==> src/rtl/isq_pkg.sv <==
package isq_pkg;
  localparam int NUM_SRC    = 10;
  localparam int SW_LEVELS  = 3;
  localparam int HW_SRC     = NUM_SRC - SW_LEVELS;
  localparam int IDX_W      = $clog2(NUM_SRC);
  localparam int ADDR_W     = 20;
  localparam int ST_W       = 8;
  localparam int STK_DEPTH  = 8;
  localparam int VEC_STRIDE = 8;
  localparam logic [ADDR_W-1:0] BASE_INT = 20'h20000;
  localparam logic [ADDR_W-1:0] BASE_EXT = 20'h40000;
  // sources whose entry also saves the status word
  localparam logic [NUM_SRC-1:0] SAVE_MASK = 10'b00_0000_0110;

  typedef logic [NUM_SRC-1:0] src_vec_t;
  typedef logic [IDX_W-1:0]   src_idx_t;
  typedef enum logic {SEQ_IDLE, SEQ_ENTER} seq_state_t;

  // lowest set index (highest priority); zero when none set
  function automatic src_idx_t first_set_f(src_vec_t v);
    src_idx_t r = '0;
    for (int i = NUM_SRC - 1; i >= 0; i--) begin
      if (v[i]) r = src_idx_t'(i);
    end
    return r;
  endfunction

  // sources strictly above the highest-priority in-service source
  function automatic src_vec_t above_f(src_vec_t nest);
    src_vec_t r = '0;
    logic seen = 1'b0;
    for (int i = 0; i < NUM_SRC; i++) begin
      seen = seen | nest[i];
      r[i] = ~seen;
    end
    return r;
  endfunction

  // bits 0..idx set
  function automatic src_vec_t upto_f(src_idx_t idx);
    src_vec_t r = '0;
    for (int i = 0; i < NUM_SRC; i++) begin
      r[i] = (src_idx_t'(i) <= idx);
    end
    return r;
  endfunction

  function automatic src_vec_t onehot_f(src_idx_t idx);
    return src_vec_t'(1) << idx;
  endfunction

  function automatic logic [ADDR_W-1:0] vec_addr_f(src_idx_t idx, logic ext);
    logic [ADDR_W-1:0] base = ext ? BASE_EXT : BASE_INT;
    return base + ADDR_W'(idx) * ADDR_W'(VEC_STRIDE);
  endfunction
endpackage

==> src/rtl/isq_lifo.sv <==
module isq_lifo #(
  parameter int DEPTH = 8,
  parameter int W     = 20
) (
  input  logic         clk,
  input  logic         rst_n,
  input  logic         push,
  input  logic         pop,
  input  logic [W-1:0] din,
  output logic [W-1:0] top,
  output logic         ovf
);
  localparam int CW = $clog2(DEPTH + 1);
  localparam int AW = $clog2(DEPTH);

  logic [W-1:0]  mem [DEPTH];
  logic [CW-1:0] cnt;
  logic          full;
  logic          empty;
  logic [AW-1:0] top_idx;

  assign full    = (cnt == CW'(DEPTH));
  assign empty   = (cnt == '0);
  assign top_idx = AW'(cnt - CW'(1));
  assign top     = empty ? '0 : mem[top_idx];

  always_ff @(posedge clk) begin
    if (push && !full) mem[AW'(cnt)] <= din;
  end

  always_ff @(posedge clk or negedge rst_n) begin
    if (!rst_n) begin
      cnt <= '0;
      ovf <= 1'b0;
    end else begin
      if (push && full) ovf <= 1'b1;
      if (push && !full)      cnt <= cnt + CW'(1);
      else if (pop && !empty) cnt <= cnt - CW'(1);
    end
  end

  AST_OVF_ON_FULL_PUSH: assert property (@(posedge clk) disable iff (!rst_n)
    (push && full) |=> ovf);
  AST_OVF_STICKY: assert property (@(posedge clk) disable iff (!rst_n)
    ovf |=> ovf);
  AST_DEPTH_HELD: assert property (@(posedge clk) disable iff (!rst_n)
    (push && full) |=> $stable(cnt));
endmodule

==> src/rtl/isq_flags.sv <==
module isq_flags
  import isq_pkg::*;
(
  input  logic                 clk,
  input  logic                 rst_n,
  input  logic [HW_SRC-1:0]    hw_req,
  input  logic                 sw_set_en,
  input  logic [SW_LEVELS-1:0] sw_set,
  input  logic                 mask_wr_en,
  input  src_vec_t             mask_wr_data,
  input  src_vec_t             ent_set,
  input  src_vec_t             ret_clr,
  output src_vec_t             latch,
  output src_vec_t             mask,
  output src_vec_t             nest
);
  for (genvar g = 0; g < NUM_SRC; g++) begin : g_src
    logic raise;
    logic pend_q;
    logic serv_q;
    if (g < HW_SRC) begin : g_hw
      assign raise = hw_req[g];
    end else begin : g_sw
      assign raise = sw_set_en & sw_set[g - HW_SRC];
    end

    // a return clears the bit even when a raise arrives in the same cycle
    always_ff @(posedge clk or negedge rst_n) begin
      if (!rst_n)                     pend_q <= 1'b0;
      else if (ret_clr[g])            pend_q <= 1'b0;
      else if (raise || ent_set[g])   pend_q <= 1'b1;
    end

    always_ff @(posedge clk or negedge rst_n) begin
      if (!rst_n)          serv_q <= 1'b0;
      else if (ret_clr[g]) serv_q <= 1'b0;
      else if (ent_set[g]) serv_q <= 1'b1;
    end

    assign latch[g] = pend_q;
    assign nest[g]  = serv_q;
  end

  always_ff @(posedge clk or negedge rst_n) begin
    if (!rst_n)          mask <= '0;
    else if (mask_wr_en) mask <= mask_wr_data;
  end

  AST_SW_RAISE_LATCHED: assert property (@(posedge clk) disable iff (!rst_n)
    (sw_set_en && sw_set[0] && !ret_clr[HW_SRC]) |=> latch[HW_SRC]);
endmodule

==> src/rtl/nest_irq_seq.sv <==
module nest_irq_seq
  import isq_pkg::*;
(
  input  logic                 clk,
  input  logic                 rst_n,
  input  logic [HW_SRC-1:0]    irq_in,
  input  logic                 sw_set_en,
  input  logic [SW_LEVELS-1:0] sw_set,
  input  logic                 mask_wr_en,
  input  logic [NUM_SRC-1:0]   mask_wr_data,
  input  logic                 core_ready,
  input  logic                 ext_sel,
  input  logic [ADDR_W-1:0]    cur_pc,
  input  logic [ST_W-1:0]      st_in,
  input  logic                 rti,
  output logic                 vec_valid,
  output logic [IDX_W-1:0]     vec_src,
  output logic [ADDR_W-1:0]    vec_addr,
  output logic                 ret_valid,
  output logic [IDX_W-1:0]     ret_src,
  output logic [ADDR_W-1:0]    ret_pc,
  output logic                 st_restore,
  output logic [ST_W-1:0]      st_out,
  output logic [NUM_SRC-1:0]   latch_q,
  output logic [NUM_SRC-1:0]   nest_q,
  output logic                 pc_ovf,
  output logic                 st_ovf
);
  seq_state_t state_q;
  src_idx_t   sel_q;
  src_vec_t   mask_w;
  src_vec_t   eligible;
  src_idx_t   win_idx;
  src_idx_t   ret_idx;
  src_vec_t   ent_set;
  src_vec_t   ret_clr;
  logic       rec_go;
  logic       ent_go;
  logic       rti_go;
  logic       st_push;
  logic       st_pop;
  logic [ADDR_W-1:0] pc_top;
  logic [ST_W-1:0]   st_top;

  isq_flags u_flags (
    .clk          (clk),
    .rst_n        (rst_n),
    .hw_req       (irq_in),
    .sw_set_en    (sw_set_en),
    .sw_set       (sw_set),
    .mask_wr_en   (mask_wr_en),
    .mask_wr_data (mask_wr_data),
    .ent_set      (ent_set),
    .ret_clr      (ret_clr),
    .latch        (latch_q),
    .mask         (mask_w),
    .nest         (nest_q)
  );

  // recognition: pending, enabled (source 0 always), above every in-service source
  assign eligible = latch_q & (mask_w | src_vec_t'(1)) & above_f(nest_q);
  assign win_idx  = first_set_f(eligible);
  assign ret_idx  = first_set_f(nest_q);

  assign rti_go  = rti && (state_q == SEQ_IDLE) && (|nest_q);
  assign rec_go  = (state_q == SEQ_IDLE) && core_ready && !rti_go && (|eligible);
  assign ent_go  = (state_q == SEQ_ENTER);
  assign ent_set = ent_go ? onehot_f(sel_q) : '0;
  assign ret_clr = rti_go ? onehot_f(ret_idx) : '0;
  assign st_push = ent_go && SAVE_MASK[sel_q];
  assign st_pop  = rti_go && SAVE_MASK[ret_idx];

  isq_lifo #(.DEPTH(STK_DEPTH), .W(ADDR_W)) u_pc_stk (
    .clk   (clk),
    .rst_n (rst_n),
    .push  (ent_go),
    .pop   (rti_go),
    .din   (cur_pc),
    .top   (pc_top),
    .ovf   (pc_ovf)
  );

  isq_lifo #(.DEPTH(STK_DEPTH), .W(ST_W)) u_st_stk (
    .clk   (clk),
    .rst_n (rst_n),
    .push  (st_push),
    .pop   (st_pop),
    .din   (st_in),
    .top   (st_top),
    .ovf   (st_ovf)
  );

  always_ff @(posedge clk or negedge rst_n) begin
    if (!rst_n) begin
      state_q <= SEQ_IDLE;
      sel_q   <= '0;
    end else if (rec_go) begin
      state_q <= SEQ_ENTER;
      sel_q   <= win_idx;
    end else if (ent_go) begin
      state_q <= SEQ_IDLE;
    end
  end

  always_ff @(posedge clk or negedge rst_n) begin
    if (!rst_n) begin
      vec_valid  <= 1'b0;
      vec_src    <= '0;
      vec_addr   <= '0;
      ret_valid  <= 1'b0;
      ret_src    <= '0;
      ret_pc     <= '0;
      st_restore <= 1'b0;
      st_out     <= '0;
    end else begin
      vec_valid  <= ent_go;
      ret_valid  <= rti_go;
      st_restore <= st_pop;
      if (ent_go) begin
        vec_src  <= sel_q;
        vec_addr <= vec_addr_f(sel_q, ext_sel);
      end
      if (rti_go) begin
        ret_src <= ret_idx;
        ret_pc  <= pc_top;
      end
      if (st_pop) st_out <= st_top;
    end
  end

  AST_VEC_ONE_CYCLE: assert property (@(posedge clk) disable iff (!rst_n)
    vec_valid |=> !vec_valid);
  AST_VEC_MARKED: assert property (@(posedge clk) disable iff (!rst_n)
    vec_valid |-> (latch_q[vec_src] && nest_q[vec_src]));
  AST_NEST_PRIO: assert property (@(posedge clk) disable iff (!rst_n)
    vec_valid |-> (($past(nest_q) & upto_f(vec_src)) == '0));
  AST_NO_VEC_AND_RET: assert property (@(posedge clk) disable iff (!rst_n)
    !(vec_valid && ret_valid));
  AST_RET_CLEARED: assert property (@(posedge clk) disable iff (!rst_n)
    ret_valid |-> (!nest_q[ret_src] && !latch_q[ret_src]));
  AST_ST_ONLY_SAVERS: assert property (@(posedge clk) disable iff (!rst_n)
    st_restore |-> (ret_valid && SAVE_MASK[ret_src]));
  AST_ENTER_WHEN_READY: assert property (@(posedge clk) disable iff (!rst_n)
    ent_go |-> $past(core_ready));
  AST_VEC_BASE_RANGE: assert property (@(posedge clk) disable iff (!rst_n)
    vec_valid |-> (vec_addr >= BASE_INT));
endmodule

==> config.mk <==
export PLATFORM = sky130hd
export DESIGN_NAME = nest_irq_seq
export DESIGN_NICKNAME = d
export VERILOG_FILES = /design/src/rtl/isq_pkg.sv /design/src/rtl/isq_lifo.sv /design/src/rtl/isq_flags.sv /design/src/rtl/nest_irq_seq.sv
export SDC_FILE = /design/constraint.sdc
export NUM_CORES = 1
export LEC_CHECK = 0
export BUFFER_PORTS_ARGS = -buffer_cell sky130_fd_sc_hd__buf_2
export CAP_MARGIN = 15
export CORE_MARGIN = 3
export CORE_UTILIZATION = 53
export CTS_CLUSTER_DIAMETER = 80
export DETAILED_ROUTE_END_ITERATION = 6
export PLACE_DENSITY = 0.76
export SETUP_SLACK_MARGIN = 0.15
export SYNTH_ARGS = -nofsm -noshare
export SYNTH_HDL_FRONTEND = slang
export SYNTH_SLANG_ARGS = --single-unit
==> constraint.sdc <==
create_clock -name clk -period 4.05 [get_ports clk]
set_input_delay 0.6075 -clock clk [delete_from_list [all_inputs] [get_ports clk]]
set_output_delay 0.6075 -clock clk [all_outputs]
set_load 0.01 [all_outputs]
==> run_results.csv, run 1 <==
group,metric,value,unit
status,status,"completed",
worst_setup_path,cp_num_buf_inv,3,
clocking,post_cts_buffers,0,
die,die_x,160,microns
yosys,synth.distinct_cells,61,
placement,place_ws,1.25,ns
clocking,cts_hold_buf,0,
clocking,cts_buffers,31,
worst_setup_path,slowest_delay,0.73,ns
worst_setup_path,worst_path_max_delay_cell,"nor3_1",
worst_setup_path,criticalPathCategory,"reg2reg",
grt,grt_pass1_vias,7052,
routing,drt-vias-per-instance,5.61,
grt,grt_use_total,0.196,
clocking,cts.reportedPaths.clkPinSlew,0.06,ns
sta,skew,0.0114,ns
sta,max_freq,351,MHz
worst_setup_path,crit_path_end,"u_st_stk.mem[4][1]$_DFFE_PP_",
worst_setup_path,crit_start,"u_st_stk.cnt[0]$_DFFE_PN0P_",
worst_setup_path,crit_family,"simple AND/OR/NAND/NOR gates",
placement,place_area,13400,sq um
sta,setup_viol,0,
grt,use_met1,0.257,
routing,drc,0,
worst_setup_path,critPathArrivalTime,3.12,ns
clocking,clk_latency,0.56,ns
sta,layout_setup_ws,1.20,ns
routing,wl_per_cell,20.9,microns
finish,antenna_cells,0,
yosys,avgSynthCellArea,17.0,sq um
grt,grt_pass1_wl,39400,microns
yosys,ys.flop_type,"edfxtp_1",
worst_setup_path,crit_fanout,23,
grt,use_met3,0.0379,
sta,min_period_over_period,0.704,
sta,setup_tns,0,ns
clocking,ctsLongestPathBuffers,3,
grt,grt_util_met2,0.345,
clocking,cts_root_buf,"clkbuf_16",
worst_setup_path,crit_required,4.32,ns
worst_setup_path,cp-start-kind,"register",
power_and_ir_drop,p_per_area,745,nW/um^2
worst_setup_path,ff2ff_path_depth,8,
finish,layout_commonest_cell,"edfxtp_1",
sta,relSlewSlack,0.378,
sta,rsz0062_at_grt,"no",
routing,num_vias,6732,
sta,hold_slack,0.168,ns
yosys,synth_area,12600,sq um
yosys,yosys_register_bits,309,
die,io_pins,136,
sta,finalHoldViolCount,0,
finish,drive_gt1_frac,0.319,
routing,firstDrtPassIters,5,
finish,finalNetCount,930,
grt,antenna_found_initial,0,
sta,drv_slew,0,
yosys,ys_warn_count,0,
routing,drt-initial-drc-count,426,
worst_setup_path,reg2reg_to,"u_st_stk.mem[4][1]$_DFFE_PP_",
sta,fin_crit,2.85,ns
routing,wl,25100,microns
finish,mostFrequentLayoutCells,"edfxtp_1 (224), buf_2 (119), dfrtp_1 (84), nand2_1 (57), mux4_2 (56)",
power_and_ir_drop,p_leak,5.48,nW
yosys,yosysSeqAreaShare,0.705,
clocking,htreeDepth,1,
die,start_util,0.546,
worst_setup_path,end_kind,"register",
grt,grt.busiest_layer,"met2",
job,maxCapViolations,0,
worst_setup_path,critical_path.most_common_cell,"buf_4",
die,die_h,160,microns
placement,dp_hpwl,15500,microns
die,rows,55,
worst_setup_path,ff2ff_setup_slack,1.20,ns
routing,detail-route-antenna-nets,0,
power_and_ir_drop,ir_worst_vdd,0.512,mV
clocking,cts_tree,"yes",
clocking,clkSinkCount,309,
die,coreArea,23000,sq um
placement,port_buffers,120,
finish,area_growth,15.5,%
finish,fin_area,14500,sq um
yosys,synth_edf_count,224,
yosys,synth_async_sr_flop_share,0.275,
hold_path,min_path_type,"in2async",
clocking,cts_resized,0,
worst_setup_path,reg2reg_from,"u_st_stk.cnt[0]$_DFFE_PN0P_",
grt,grt_max_degree,62,
worst_setup_path,crit_chain,"buf_4, inv_1, ha_1, nor2b_1, nand2_1, nand3_1, nor3_1, buf_4",
yosys,syn-instance-count,739,
placement,place_congestion,0.828,
die,die_area,25600,sq um
grt,overflow,0,
sta,worstMarginPinSlew,0.930,ns
worst_setup_path,path_depth,8,
==> power breakdown <==
group	leakage, nW	switching, mW	internal, mW
registers	3.03	0.342	3.87
logic	1.91	1.94	1.62
clock network	0.537	1.16	1.87
total	5.48	3.44	7.36
==> flip-flops by register name, summed over array words and instances (netlist names), 4 cells and up <==
name,flops
u_flags.g_src.serv_q,10
ret_pc,20
u_pc_stk.mem,160
u_st_stk.cnt,4
u_flags.g_src.pend_q,10
sel_q,4
ret_src,4
st_out,8
u_pc_stk.cnt,4
u_flags.mask,9
u_st_stk.mem,64
==> cells in the mapped netlist (2+ instances only) <==
| master | number | area share |
|---|---|---|
| dfrtp_1 | 85 | 0.17 |
| edfxtp_1 | 224 | 0.54 |
| o21ai_0 | 23 | 0.0092 |
| buf_2 | 8 | 0.0032 |
| nand2b_1 | 6 | 0.0030 |
| xnor2_1 | 2 | 0.0014 |
| mux2_2 | 14 | 0.013 |
| clkbuf_1 | 12 | 0.0036 |
| mux4_2 | 56 | 0.10 |
| o31ai_1 | 2 | 0.0012 |
| mux2_1 | 3 | 0.0027 |
| nand2_1 | 57 | 0.017 |
| nor3_1 | 10 | 0.0040 |
| xor2_1 | 5 | 0.0035 |
| nor4_1 | 3 | 0.0015 |
| o21ai_1 | 13 | 0.0052 |
| nor2b_1 | 3 | 0.0015 |
| buf_6 | 4 | 0.0036 |
| inv_1 | 17 | 0.0051 |
| buf_1 | 3 | 0.00090 |
| o211ai_1 | 2 | 0.0012 |
| a21oi_1 | 31 | 0.012 |
| a211oi_1 | 8 | 0.0048 |
| mux2i_1 | 29 | 0.023 |
| ha_1 | 12 | 0.012 |
| a221oi_1 | 3 | 0.0021 |
| buf_4 | 40 | 0.024 |
| and3_1 | 2 | 0.0010 |
| nand3_1 | 6 | 0.0024 |
| nor2_1 | 16 | 0.0048 |
| and2_1 | 4 | 0.0020 |
| a31oi_1 | 7 | 0.0035 |
==> worst min-delay path by stage <==
stage | cells after the start | endpoint | from | slack (ns)
5_1_grt | 1 | ret_pc[18]$_DFFE_PN0P_ | rst_n | 0.21
4_1_cts | 1 | ret_pc[18]$_DFFE_PN0P_ | rst_n | 0.18
2_1_floorplan | 0 | ent_go$_DFF_PN0_ | rst_n | 0.31
3_5_place_dp | 2 | st_out[2]$_DFFE_PN0P_ | st_out[2]$_DFFE_PN0P_ | 0.47
6_report | 1 | ret_pc[18]$_DFFE_PN0P_ | rst_n | 0.17
3_3_place_gp | 2 | st_out[2]$_DFFE_PN0P_ | st_out[2]$_DFFE_PN0P_ | 0.46
==> kinds of logic after synthesis <==
kind of cell / after synthesis / share of synthesized area
flops: 309 / 0.705
xor+xnor: 7 / 0.00488
buf+inv: 85 / 0.0408
other cells: 1 / 0.000299
fa+ha+maj: 12 / 0.0120
mux: 102 / 0.139
simple gates: 119 / 0.0470
compound gates: 104 / 0.0512
==> per-stage QoR <==
step,power [mW],instances,utilization
after floorplan,6.86,752,-
after global placement,7.76,1143,0.583
after detailed placement,7.85,1143,0.583
after CTS,10.9,1201,0.631
after global routing,11.4,1201,0.631
final,10.8,1201,0.631
==> cell type report <==
class                   count  area [sq um]
flip-flops and latches    309          8850
fillers                  1654          8480
multi-input cells         358          3290
clock buffers              38           812
repair buffers            145           791
well taps                 313           392
clock inverters            20           290
inverters                  18          70.1
==> worst register-to-register path: stages (launching register included) <==
cell     delay (ns)
dfrtp_1        0.32
buf_4          0.36
inv_1          0.16
ha_1           0.26
nor2b_1        0.15
nand2_1        0.10
nand3_1        0.20
nor3_1         0.73
buf_4          0.28
==> metal layers <==
layer  share of wire  vias to the layer above
li1                -                     3051
met1            0.41                     3410
met2            0.51                      226
met3           0.055                       45
met4           0.022                        0
met5               0                        -
Power figures use the tool's default switching activity.
==> run 2: changes to the inputs <==
- ABC_AREA: not set -> 1
- CORE_UTILIZATION: 53 -> 55
- PLACE_DENSITY: 0.76 -> 0.75
- clock period: 4.05 -> 3 ns (I/O delays scaled with it)
==> run 2 against run 1 <==
Die area decreased by 0.67%; sequential power increased by 33%; worst hold slack worse by 0.060 ns; clock power increased by 29%; first-iteration DRC count increased by 80%; non-clock buffer count grew 8; register-to-register slack got worse by 0.66 ns; maximum frequency rose by 16%; synthesized cell count grew 46%; utilization increased by 1.9 points; combinational power rose by 72%.
==> run_results.csv, run 2 <==
group,metric,value,unit
power_and_ir_drop,p_per_area,1050,nW/um^2
status,status,"completed",
worst_setup_path,crit_fanout,20,
yosys,synth_top_family_by_area,"compound AO/OA/AOI/OAI gates",
die,rows,55,
clocking,cts_tree,"yes",
worst_setup_path,end_kind,"register",
grt,grt_max_degree,85,
die,die_h,159,microns
routing,num_vias,8331,
yosys,avgSynthCellArea,12.0,sq um
yosys,yosysTopAreaCell,"edfxtp_1",
finish,drive_gt1_frac,0.211,
sta,hold_slack,0.109,ns
sta,setup_tns,0,ns
clocking,cts_buffers,31,
sta,finalHoldViolCount,0,
finish,reg_top3,"u_pc_stk.mem x160, u_st_stk.mem x64, ret_pc x20",
yosys,netlist.area_leader.share,0.520,
yosys,ys_warn_count,0,
hold_path,min_path_type,"in2reg",
grt,overflow,0,
finish,fin_area,14800,sq um
sta,setup_viol,0,
clocking,ctsLongestPathBuffers,3,
yosys,ys_top_cells_by_area,"edfxtp_1 (52%), dfrtp_1 (16%), o21ai_0 (4.7%), nor2_1 (3.8%), nand2_1 (3.5%)",
yosys,synth_async_sr_flop_share,0.275,
yosys,synth_edf_count,224,
finish,finalNetCount,1255,
job,maxCapViolations,0,
placement,port_buffers,120,
sta,max_freq,406,MHz
sta,worstMarginPinSlew,1.03,ns
grt,grt_pass1_wl,43900,microns
worst_setup_path,worst_path_max_delay_cell,"inv_1",
die,start_util,0.566,
die,die_x,159,microns
yosys,synth_compound_area_frac,0.108,
worst_setup_path,critPathArrivalTime,2.63,ns
die,die_area,25400,sq um
worst_setup_path,criticalPathCategory,"reg2reg",
clocking,cts.reportedPaths.clkPinSlew,0.06,ns
clocking,clk_latency,0.56,ns
routing,drc,0,
yosys,synth_most_common_cell,"edfxtp_1",
grt,grt_use_total,0.216,
routing,firstDrtPassIters,7,
die,coreArea,22800,sq um
worst_setup_path,crit_required,3.16,ns
clocking,htreeDepth,1,
placement,dp_hpwl,17400,microns
routing,drt-vias-per-instance,5.46,
finish,regMostFlops,"u_pc_stk.mem",
yosys,synth_xor_xnor_area_share,0.00609,
yosys,synthMuxAreaShare,0.0314,
sta,skew,0.0277,ns
finish,num-fill-cells,1692,
placement,place_congestion,0.870,
routing,detail-route-antenna-nets,0,
finish,area_growth,14.7,%
finish,largest_reg_flops,160,
sta,relSlewSlack,0.314,
sta,min_period_over_period,0.821,
yosys,synth.distinct_cells,44,
yosys,ys.flop_type,"edfxtp_1",
finish,layout_commonest_cell,"edfxtp_1",
placement,place_area,13800,sq um
worst_setup_path,crit_chain,"inv_1, ha_1, nand2_1, o21ai_2, nor2_1, nand2_1, inv_1",
finish,finalNonFillerCells,1526,
worst_setup_path,cp-start-kind,"register",
routing,wl,27500,microns
grt,grt_pass1_vias,8070,
sta,rsz0062_at_grt,"no",
yosys,synthTopCellsByCount,"edfxtp_1 (224), nor2_1 (131), nand2_1 (122), o21ai_0 (122), dfrtp_1 (85)",
sta,drv_slew,0,
yosys,yosysSeqAreaShare,0.684,
routing,drt-initial-drc-count,765,
power_and_ir_drop,total_power,15.6,mW
clocking,cts_root_buf,"clkbuf_16",
finish,mostFrequentLayoutCells,"edfxtp_1 (224), nor2_1 (129), nand2_1 (122), o21ai_0 (122), buf_2 (119)",
sta,fin_crit,2.46,ns
yosys,synth_area,12900,sq um
power_and_ir_drop,ir_worst_vdd,0.838,mV
die,io_pins,136,
yosys,yosys.area_share.simple,0.0959,
yosys,syn-instance-count,1077,
worst_setup_path,slowest_delay,0.75,ns
grt,antenna_found_initial,1,
yosys,yosys_register_bits,309,
routing,wl_per_cell,18.0,microns
clocking,clkSinkCount,309,
power_and_ir_drop,p_leak,5.86,nW
placement,placedCellCount,1467,
yosys,synthAdderAreaFrac,0.0116,
==> run 2: cell count changes after synthesis, sizes merged, moves of 39 or more <==
cell,change
o21ai,+118
nor2,+119
nand2,+66
mux4,-56
inv,+58
o22ai,+39
==> run 2: area by class of cell <==
class | count | area [sq um] | share of cell area
clock inverters | 22 | 249 | 0.0168
flip-flops and latches | 309 | 8850 | 0.597
multi-input cells | 617 | 3360 | 0.227
clock buffers | 35 | 801 | 0.0540
inverters | 76 | 288 | 0.0194
diodes | 1 | 2.50 | 0.000169
well taps | 313 | 392 | 0.0264
repair buffers | 153 | 891 | 0.0600
==> run 2: repair_timing <==
action	CTS	global route
hold endpoints to repair	37	0
setup buffers	0	0
hold buffers	1	0
resized for setup	0	0
==> run 2: worst max-delay path: cells and delay by family (launching register included) <==
kind / cells / cell delay (ns)
buffers and inverters: 2 / 0.87
flip-flops: 1 / 0.48
AND/OR/NAND/NOR: 3 / 0.40
adder cells (fa/ha/maj): 1 / 0.24
AO/OA/AOI/OAI: 1 / 0.07
==> run 2: metrics by stage <==
stage / util / worst slack [ns]
detailed placement: 0.603 / 0.508
floorplan: - / 0.205
CTS: 0.649 / 0.484
global placement: 0.603 / 0.551
finish: 0.650 / 0.536
global route: 0.650 / 0.329
==> run 2: where the power goes <==
group	internal (mW)	switching (mW)
Clock	2.34	1.57
Combinational	2.21	3.93
Sequential	5.22	0.373
Total	9.77	5.87
==> run 2: metal layers <==
metal / vias up / GRT usage / wire length, microns
li1: 3981 / - / -
met1: 4022 / 0.298 / 11700
met2: 286 / 0.361 / 13600
met3: 42 / 0.0356 / 1700
met4: 0 / 0.0581 / 523
met5: - / 0 / 0
==> run 2: cells by family after synthesis <==
kind of cell / count (synthesis)
buffers and inverters: 164
muxes: 37
and+or+nand+nor: 300
adders and majority gates: 12
DFF: 309
xor gates and xnor gates: 9
other: 1
AOI/OAI and AO/OA: 245
==> run 2: final timing paths <==
check / startpoint / endpoint / slack [ns] / cells after the start
max: u_pc_stk.cnt[1]$_DFFE_PN0P_ / u_pc_stk.mem[7][17]$_DFFE_PP_ / 0.54 / 7
min reg2reg: u_st_stk.ovf$_DFFE_PN0P_ / u_st_stk.ovf$_DFFE_PN0P_ / 0.46 / 1
max reg2reg: u_pc_stk.cnt[1]$_DFFE_PN0P_ / u_pc_stk.mem[7][17]$_DFFE_PP_ / 0.54 / 7
min in group asynchronous: rst_n / u_flags.mask[5]$_DFFE_PN0P_ / 0.40 / 2
min: ext_sel / vec_addr[18]$_DFFE_PN0P_ / 0.11 / 3
max in group asynchronous: rst_n / ret_pc[4]$_DFFE_PN0P_ / 1.87 / 3
==> run 3: changes to the inputs <==
- ABC_AREA: 1 -> 0
- CORE_UTILIZATION: 55 -> 53
- PLACE_DENSITY: 0.75 -> 0.76
- clock period: 3 -> 2.06 ns (I/O delays scaled with it)
==> run 3 against run 2 <==
Clock power grew 42%; clock skew shrank 0.018 ns; worst hold slack lost 0.089 ns; die area grew 0.68%; critical path depth is the same; utilization grew 2.7 points; via count shrank 15%; cell count shrank 17%; largest power group unchanged.
==> run_results.csv, run 3 (synthesis gave the netlist of run 1 again) <==
group,metric,value,unit
routing,drt-vias-per-instance,5.55,
die,coreArea,23000,sq um
die,die_x,160,microns
worst_setup_path,ff2ff_setup_slack,0.12,ns
power_and_ir_drop,internal_power,15.2,mW
power_and_ir_drop,switching_share,0.330,
placement,port_buffers,120,
placement,place_congestion,0.836,
sta,setup_viol,0,
placement,placedCellCount,1174,
grt,antenna_found_initial,3,
sta,fin_crit,1.94,ns
worst_setup_path,crit_fanout,4,
finish,antenna_cells,0,
die,start_util,0.546,
routing,drt-initial-drc-count,557,
clocking,cts_tree,"yes",
sta,rsz0062_at_grt,"yes",
routing,wl,26700,microns
worst_setup_path,end_kind,"register",
clocking,cts_root_buf,"clkbuf_16",
clocking,cts.reportedPaths.clkPinSlew,0.06,ns
finish,layout_commonest_cell,"edfxtp_1",
placement,dp_hpwl,16400,microns
status,status,"completed",
worst_setup_path,criticalPathCategory,"reg2reg",
worst_setup_path,cp-start-kind,"register",
finish,mostFrequentLayoutCells,"edfxtp_1 (224), buf_2 (119), dfrtp_1 (78), buf_4 (58), mux4_2 (56)",
power_and_ir_drop,p_clk_frac,0.245,
power_and_ir_drop,p_leak,5.94,nW
power_and_ir_drop,p_per_area,1460,nW/um^2
worst_setup_path,critPathArrivalTime,2.38,ns
die,die_h,160,microns
sta,finalHoldViolCount,0,
finish,finalNetCount,1001,
clocking,htreeDepth,1,
power_and_ir_drop,ir_worst_vdd,1.26,mV
grt,grt_pass1_wl,41200,microns
finish,fin_area,15500,sq um
die,die_area,25600,sq um
worst_setup_path,crit_start,"u_flags.g_src[3].serv_q$_DFFE_PN0P_",
placement,place_area,14000,sq um
die,io_pins,136,
clocking,clk_latency,0.56,ns
finish,regMostFlops,"u_pc_stk.mem",
routing,detail-route-antenna-nets,0,
power_and_ir_drop,combPwrFrac,0.394,
grt,grt_pass1_vias,7352,
worst_setup_path,crit_required,2.50,ns
sta,max_freq,516,MHz
sta,worstMarginPinSlew,0.588,ns
finish,largest_reg_flops,160,
job,maxCapViolations,0,
hold_path,min_path_type,"in2reg",
grt,grt_max_degree,47,
worst_setup_path,reg2reg_from,"u_flags.g_src[3].serv_q$_DFFE_PN0P_",
finish,finalNonFillerCells,1271,
clocking,cts_buffers,31,
routing,num_vias,7055,
sta,drv_slew,0,
routing,firstDrtPassIters,5,
routing,drc,0,
grt,grt_use_total,0.206,
clocking,ctsLongestPathBuffers,3,
power_and_ir_drop,seq_power_share,0.361,
sta,skew,0.00984,ns
hold_path,hold_start,"irq_in[2]",
finish,area_growth,23.8,%
power_and_ir_drop,total_power,22.7,mW
routing,wl_per_cell,21.0,microns
finish,num-fill-cells,1565,
sta,relSlewSlack,0.606,
power_and_ir_drop,net-switching-power,7.51,mW
grt,overflow,0,
finish,drive_gt1_frac,0.406,
die,rows,55,
finish,reg_top3,"u_pc_stk.mem x160, u_st_stk.mem x64, ret_pc x20",
clocking,clkSinkCount,309,
sta,min_period_over_period,0.941,
-- run 3: cell types whose count changed in the layout (fill, tap and decap cells not counted), sizes merged, moves of 8 or more --
cell	previous run	this run
o21ai	154	36
o22ai	41	2
mux4	0	56
a21oi	24	32
nand2	126	61
dlygate4sd3	1	19
buf	152	195
nor2	136	17
nand3	19	6
a32oi	8	0
mux2i	8	29
mux2	29	17
inv	77	20
-- run 3: final timing paths --
path                                                  endpoint  depth (start not counted)
min in group asynchronous                st_out[1]$_DFFE_PN0P_                          2
setup reg to reg                          sel_q[1]$_DFFE_PN0P_                          7
max in group asynchronous          u_st_stk.cnt[0]$_DFFE_PN0P_                          3
hold reg to reg                          st_out[2]$_DFFE_PN0P_                          2
hold / removal             u_flags.g_src[2].pend_q$_DFFE_PN0P_                          3
setup / recovery                          sel_q[1]$_DFFE_PN0P_                          7
-- run 3: metal layers --
metal,GRT usage,routed length (microns),share of wire
met1,0.275,10900,0.41
met4,0.0473,592,0.022
met2,0.359,13700,0.51
met5,0,33,0.0012
met3,0.0327,1540,0.058
-- run 3: critical path, stage by stage, from the launching register on --
cell and delay, ns:
dfrtp_1 0.41, nor4_4 0.39, buf_12 0.15, nand2_2 0.03
a221o_1 0.30, inv_2 0.08, o31a_4 0.16, mux2_4 0.30
-- run 3: power groups by stage --
stage	clock (mW)	sequential, mW	combinational, mW
2_1_floorplan	0	8.39	5.74
4_1_cts	5.64	8.18	8.58
3_3_place_gp	0	8.24	8.04
5_1_grt	5.90	8.32	9.65
6_report	5.56	8.21	8.96
3_5_place_dp	0	8.28	8.23
-- run 3: final cells by class --
type | instances | area (sq um) | share of cell area
Clock buffer | 39 | 836 | 0.0538
Tap cell | 313 | 392 | 0.0252
Sequential cell | 309 | 8860 | 0.570
Inverter | 18 | 80.1 | 0.00515
Multi-Input combinational cell | 359 | 3610 | 0.232
Timing Repair Buffer | 215 | 1580 | 0.102
Clock inverter | 18 | 185 | 0.0119
-- run 3: per-stage QoR --
stage          hold WS, ns  setup TNS [ns]  setup slack, ns   util
3_3_place_gp         0.285               0           0.0886  0.610
3_5_place_dp         0.289               0           0.0577  0.610
2_1_floorplan       0.0134           -5.68           -0.253      -
4_1_cts            0.00152               0            0.140  0.668
5_1_grt            0.00900               0           0.0578  0.676
6_report            0.0191               0            0.122  0.676
-- run 3: timing repair --
action	4_1_cts	5_1_grt
resized for setup	22	18
endpoints found under the setup margin	32	138
cloned	0	2
buffers inserted	11	8
hold endpoints to repair	79	0
pin swaps	8	10
hold buffers	19	0
